===== src/rtl/sertx_pkg.sv =====
package sertx_pkg;

  typedef enum logic [1:0] {
    ST_TRAIN = 2'd0,
    ST_IDLE  = 2'd1,
    ST_FRAME = 2'd2
  } tx_state_e;

  function automatic int frame_bits(input int w);
    return w + 2;
  endfunction

  function automatic int train_run(input int w);
    return (w + 2) / 2;
  endfunction

endpackage


===== src/rtl/sertx_lock_sync.sv =====
module sertx_lock_sync #(
  parameter int STAGES = 2
) (
  input  logic clk,
  input  logic rst,
  input  logic async_in,
  output logic sync_out
);
  logic [STAGES-1:0] chain_q;

  always_ff @(posedge clk) begin
    if (rst) chain_q <= '0;
    else     chain_q <= {chain_q[STAGES-2:0], async_in};
  end

  assign sync_out = chain_q[STAGES-1];
endmodule


===== src/rtl/sertx_hold.sv =====
module sertx_hold #(
  parameter int W = 8
) (
  input  logic         clk,
  input  logic         rst,
  input  logic [W-1:0] in_data,
  input  logic         in_valid,
  input  logic         take,
  input  logic         flush,
  output logic         ready,
  output logic         full,
  output logic [W-1:0] data
);
  logic         accept;
  logic         full_n;
  logic         ready_n;

  assign accept = in_valid && ready;

  always_comb begin
    if (flush)       full_n = 1'b0;
    else if (accept) full_n = 1'b1;
    else if (take)   full_n = 1'b0;
    else             full_n = full;
    ready_n = !flush && !full_n;
  end

  always_ff @(posedge clk) begin
    if (rst) begin
      full  <= 1'b0;
      ready <= 1'b0;
      data  <= '0;
    end else begin
      full  <= full_n;
      ready <= ready_n;
      if (accept) data <= in_data;
    end
  end
endmodule


===== src/rtl/sertx_seq.sv =====
module sertx_seq
  import sertx_pkg::*;
#(
  parameter int W     = 8,
  parameter int CNT_W = 4
) (
  input  logic             clk,
  input  logic             rst,
  input  logic             lock_ok,
  input  logic             hold_full,
  input  logic [W-1:0]     hold_data,
  output logic             take,
  output logic             flush,
  output tx_state_e        state,
  output logic [CNT_W-1:0] cnt,
  output logic             ser_out,
  output logic             sync_mode
);
  localparam int FRAME_LAST = frame_bits(W) - 1;
  localparam int HALF       = train_run(W);
  localparam int TRAIN_LAST = 2 * HALF - 1;

  tx_state_e        st_n;
  logic [CNT_W-1:0] cnt_n;
  logic [W-1:0]     word_q, word_n;
  logic             bound;
  logic             bit_n;

  function automatic logic data_bit(input logic [W-1:0] w, input logic [CNT_W-1:0] pos);
    logic b;
    b = 1'b0;
    for (int i = 0; i < W; i++)
      if (pos == CNT_W'(i + 1)) b = w[W-1-i];
    return b;
  endfunction

  always_comb begin
    st_n   = state;
    cnt_n  = cnt;
    word_n = word_q;
    take   = 1'b0;
    bound  = 1'b0;
    case (state)
      ST_TRAIN: bound = (cnt == CNT_W'(TRAIN_LAST));
      ST_FRAME: bound = (cnt == CNT_W'(FRAME_LAST));
      default:  bound = 1'b1;
    endcase
    if (!bound) begin
      cnt_n = cnt + 1'b1;
    end else begin
      cnt_n = '0;
      if (!lock_ok) begin
        st_n = ST_TRAIN;
      end else if (hold_full) begin
        st_n   = ST_FRAME;
        word_n = hold_data;
        take   = 1'b1;
      end else begin
        st_n = ST_IDLE;
      end
    end
    flush = (st_n == ST_TRAIN);
    case (st_n)
      ST_TRAIN: bit_n = (cnt_n < CNT_W'(HALF));
      ST_FRAME: begin
        if (cnt_n == '0)                         bit_n = 1'b1;
        else if (cnt_n == CNT_W'(FRAME_LAST))    bit_n = 1'b0;
        else                                     bit_n = data_bit(word_n, cnt_n);
      end
      default:  bit_n = 1'b0;
    endcase
  end

  always_ff @(posedge clk) begin
    if (rst) begin
      state     <= ST_TRAIN;
      cnt       <= '0;
      word_q    <= '0;
      ser_out   <= 1'b1;
      sync_mode <= 1'b1;
    end else begin
      state     <= st_n;
      cnt       <= cnt_n;
      word_q    <= word_n;
      ser_out   <= bit_n;
      sync_mode <= (st_n == ST_TRAIN);
    end
  end
endmodule


===== src/rtl/serial_frame_tx.sv =====
module serial_frame_tx
  import sertx_pkg::*;
#(
  parameter int DATA_W    = 8,
  parameter int SYNC_FFS  = 2
) (
  input  logic              clk,
  input  logic              rst,
  input  logic [DATA_W-1:0] sample,
  input  logic              sample_valid,
  input  logic              lock_in,
  output logic              ready,
  output logic              ser_out,
  output logic              sync_mode
);
  localparam int CNT_W = $clog2(frame_bits(DATA_W));

  logic              lock_ok;
  logic              hold_full;
  logic [DATA_W-1:0] hold_data;
  logic              take;
  logic              flush;
  tx_state_e         seq_state;
  logic [CNT_W-1:0]  seq_cnt;

  sertx_lock_sync #(.STAGES(SYNC_FFS)) u_lock (
    .clk      (clk),
    .rst      (rst),
    .async_in (lock_in),
    .sync_out (lock_ok)
  );

  sertx_hold #(.W(DATA_W)) u_hold (
    .clk      (clk),
    .rst      (rst),
    .in_data  (sample),
    .in_valid (sample_valid),
    .take     (take),
    .flush    (flush),
    .ready    (ready),
    .full     (hold_full),
    .data     (hold_data)
  );

  sertx_seq #(.W(DATA_W), .CNT_W(CNT_W)) u_seq (
    .clk       (clk),
    .rst       (rst),
    .lock_ok   (lock_ok),
    .hold_full (hold_full),
    .hold_data (hold_data),
    .take      (take),
    .flush     (flush),
    .state     (seq_state),
    .cnt       (seq_cnt),
    .ser_out   (ser_out),
    .sync_mode (sync_mode)
  );
endmodule


===== config.mk =====
export PLATFORM = sky130hd
export DESIGN_NAME = serial_frame_tx
export DESIGN_NICKNAME = d
export VERILOG_FILES = /design/src/rtl/sertx_pkg.sv /design/src/rtl/sertx_lock_sync.sv /design/src/rtl/sertx_hold.sv /design/src/rtl/sertx_seq.sv /design/src/rtl/serial_frame_tx.sv
export SDC_FILE = /design/constraint.sdc
export NUM_CORES = 1
export LEC_CHECK = 0
export BUFFER_PORTS_ARGS = -buffer_cell sky130_fd_sc_hd__clkbuf_2
export CORE_MARGIN = 4
export CORE_UTILIZATION = 47
export DETAILED_ROUTE_END_ITERATION = 16
export GPL_ROUTABILITY_DRIVEN = 0
export GPL_TIMING_DRIVEN = 1
export PLACE_DENSITY = 0.73
export SYNTH_ARGS = -nofsm -noshare
export SYNTH_HDL_FRONTEND = slang
export SYNTH_SLANG_ARGS = --single-unit

===== constraint.sdc =====
create_clock -name clk -period 2.1 [get_ports clk]
set_input_delay 0.21 -clock clk [delete_from_list [all_inputs] [get_ports clk]]
set_output_delay 0.21 -clock clk [all_outputs]
set_load 0.02 [all_outputs]

==> qor.yml <==
core_sq_mm: 0.00230
die_area_sq_mm: 0.00337
synthArstFlopShare: 0
num_rows: 17
start_kind: "flip-flop"
rsz0062_at_grt: "yes"
place_hpwl_um: 1740
dp_cells: 177
tightest_slew_ns: 0.508
ys_types: 36
setup_violations: 0
cts_tree: "yes"
yosysWarnings: 0
max_cap_violations: 0
io_pins: 15
skew_ns: 0.00448
cts_buffers: 3
dr.pass1.iters: 4
stdcell_count: 182
cp_num_buf_inv: 2
synth_top_area_frac: 0.476
grt_pass1_vias: 968
startpoint: "u_seq.cnt[1]$_SDFF_PP0_"
grt_pass1_wl_um: 4060
drive_above_1_share: 0.260
drc: 0
fp.dieH_um: 58.1
syn_to_final_growth_pct: 20.2
cp_cell_sequence: "inv_1, ha_2, and3b_2, buf_6, or2_4, a221oi_2, o22a_1, o22ai_1, a2111o_1"
ys_ff_latch: 28
synth-edff-count: 0
required_ns: 2.33
yosysSeqAreaShare: 0.476
vdd_drop_max_mv: 0.428
clockRootBuffer: "clkbuf_4"
vias: 968
power_leakage_uw: 0.000588
clockBufferDepth: 2
n_antenna_cell: 0
synth_fp_nets: 146
gr-usage-all-layers: 0.153
syn_inst: 132
htreeDepth: 1
synth_area_leader_cell: "dfxtp_1"
synthesis.area_sq_mm: 0.00118
hp-start: "sample[0]"
status: "finished, final reports clean"
hp-class: "in2reg"
clock_latency_ns: 0.32
grt_antenna_before_repair: 0
crit_fanout: 3
drv_slew: 0
finalSetupTns_ns: 0
slowest_delay_ns: 0.36
synth_area_leaders: "dfxtp_1, nand2_1, mux2i_1"
ant_nets: 0
synth_ff_type: "dfxtp_1"
end_kind: "flip-flop"
cpMaxStageDelayCell: "a2111o_1"
clk_pin_slew_ns: 0.14
viasPerCell: 5.32
wire_per_inst_um: 12.8
worstPathArrival_ns: 2.29
fin_crit_ns: 2.06
fp.dieW_um: 58.1
fin_crit_sh: 0.980
port_buffers: 14
utilization: 0.617
grt_max_degree: 27
grt-ovfl-total: 0
drt_wl_total_um: 2330
hold_viol_final: 0
p_per_area_mw_per_mm2: 642
path_delay_family: "compound AO/OA/AOI/OAI gates"
syn_area_per_cell_sq_um: 8.93
crit_type: "reg2reg"
fmax_mhz: 486
maxSlewHeadroom: 0.662
cts.sinks: 28
final_nets: 169
drt_iter0_markers: 14
r2r-start: "u_seq.cnt[1]$_SDFF_PP0_"
initial_core_util: 0.513
-- Yosys cell counts (2+ instances only) --
cell       n
dfxtp_1   28
nand2_1   22
nor2_1    13
a21oi_1   10
mux2i_1    8
nor3_1     8
clkbuf_1   5
and2_1     3
inv_1      3
nor2b_1    3
buf_2      2
ha_1       2
or3_1      2
-- worst register-to-register path, stage by stage, from the launching register on --
cell      delay, ns
dfxtp_2        0.35
inv_1          0.04
ha_2           0.16
and3b_2        0.24
buf_6          0.12
or2_4          0.23
a221oi_2       0.23
o22a_1         0.17
o22ai_1        0.06
a2111o_1       0.36
-- logic make-up (layout without fill, tap and decap cells) --
| family | count (synthesis) | in the layout | share of synthesized area |
|---|---|---|---|
| AND/OR/NAND/NOR | 58 | 58 | 0.233 |
| multiplexers | 9 | 9 | 0.0775 |
| flip-flops | 28 | 28 | 0.476 |
| AO/OA/AOI/OAI | 24 | 24 | 0.153 |
| adder cells (fa/ha/maj) | 2 | 2 | 0.0212 |
| buffers and inverters | 11 | 33 | 0.0403 |
-- what timing repair did --
item | in CTS | in global routing
resized for setup | 3 | 7
endpoints found under the setup margin | 1 | 1
buffers inserted | 0 | 1
pin swaps | 1 | 0
hold buffers | 0 | 0
-- power by group --
part           leakage [uW]  switching (uW)  internal [uW]
logic              0.000340            54.7           54.7
registers          0.000227            5.23            540
clock network     0.0000210             149            106
total              0.000588             209            700
-- path summary, 6_finish.rpt --
check | endpoint | slack [ns] | cells past startpoint
max | u_seq.ser_out$_SDFF_PP1_ | 0.04 | 9
min | u_hold.data[0]$_SDFFE_PP0P_ | 0.08 | 3
max reg2reg | u_seq.ser_out$_SDFF_PP1_ | 0.04 | 9
min reg2reg | u_lock.chain_q[1]$_SDFF_PP0_ | 0.45 | 1
-- registers in the layout (all words and copies together) (netlist names) --
register and count:
u_hold.data 8, u_hold.full 1, u_hold.ready 1, u_lock.chain_q 2, u_seq.cnt 4, u_seq.ser_out 1, u_seq.state 2, u_seq.sync_mode 1
u_seq.word_q 8
-- per-layer routing --
layer  share of wire  vias up  track usage
li1                -      498            -
met1            0.44      454        0.185
met2            0.52       14        0.276
met3           0.030        2       0.0334
met4          0.0073        0       0.0298
met5               0        -            0
-- cell type report --
type                       count  area, sq um
clock buffer                   4         36.3
sequential                    28          562
multi-input combinational     93          608
inverter                       3         11.3
timing repair buffer          26          164
fill                         215          881
tap                           28         35.0
-- cells in the final DEF (no fill, tap or decap), drive strengths merged, types with 3 or more instances in the layout --
master,count
inv,3
nand2,22
and2,3
nor2b,3
a21oi,10
buf,12
nor3,8
mux2i,8
nor2,13
dfxtp,28
clkbuf,18
-- metrics by stage --
step           instance area, sq um  setup slack (ns)  power, uW  hold WS, ns
6_report                       1420            0.0418        909       0.0849
3_3_place_gp                   1330            0.0312        651        0.417
2_1_floorplan                  1180            0.0394        620        0.338
3_5_place_dp                   1330           -0.0166        654        0.428
5_1_grt                        1420           -0.0609        954       0.0807
4_1_cts                        1380           0.00202        911       0.0790
No activity file was read; power rests on OpenSTA's default activity.
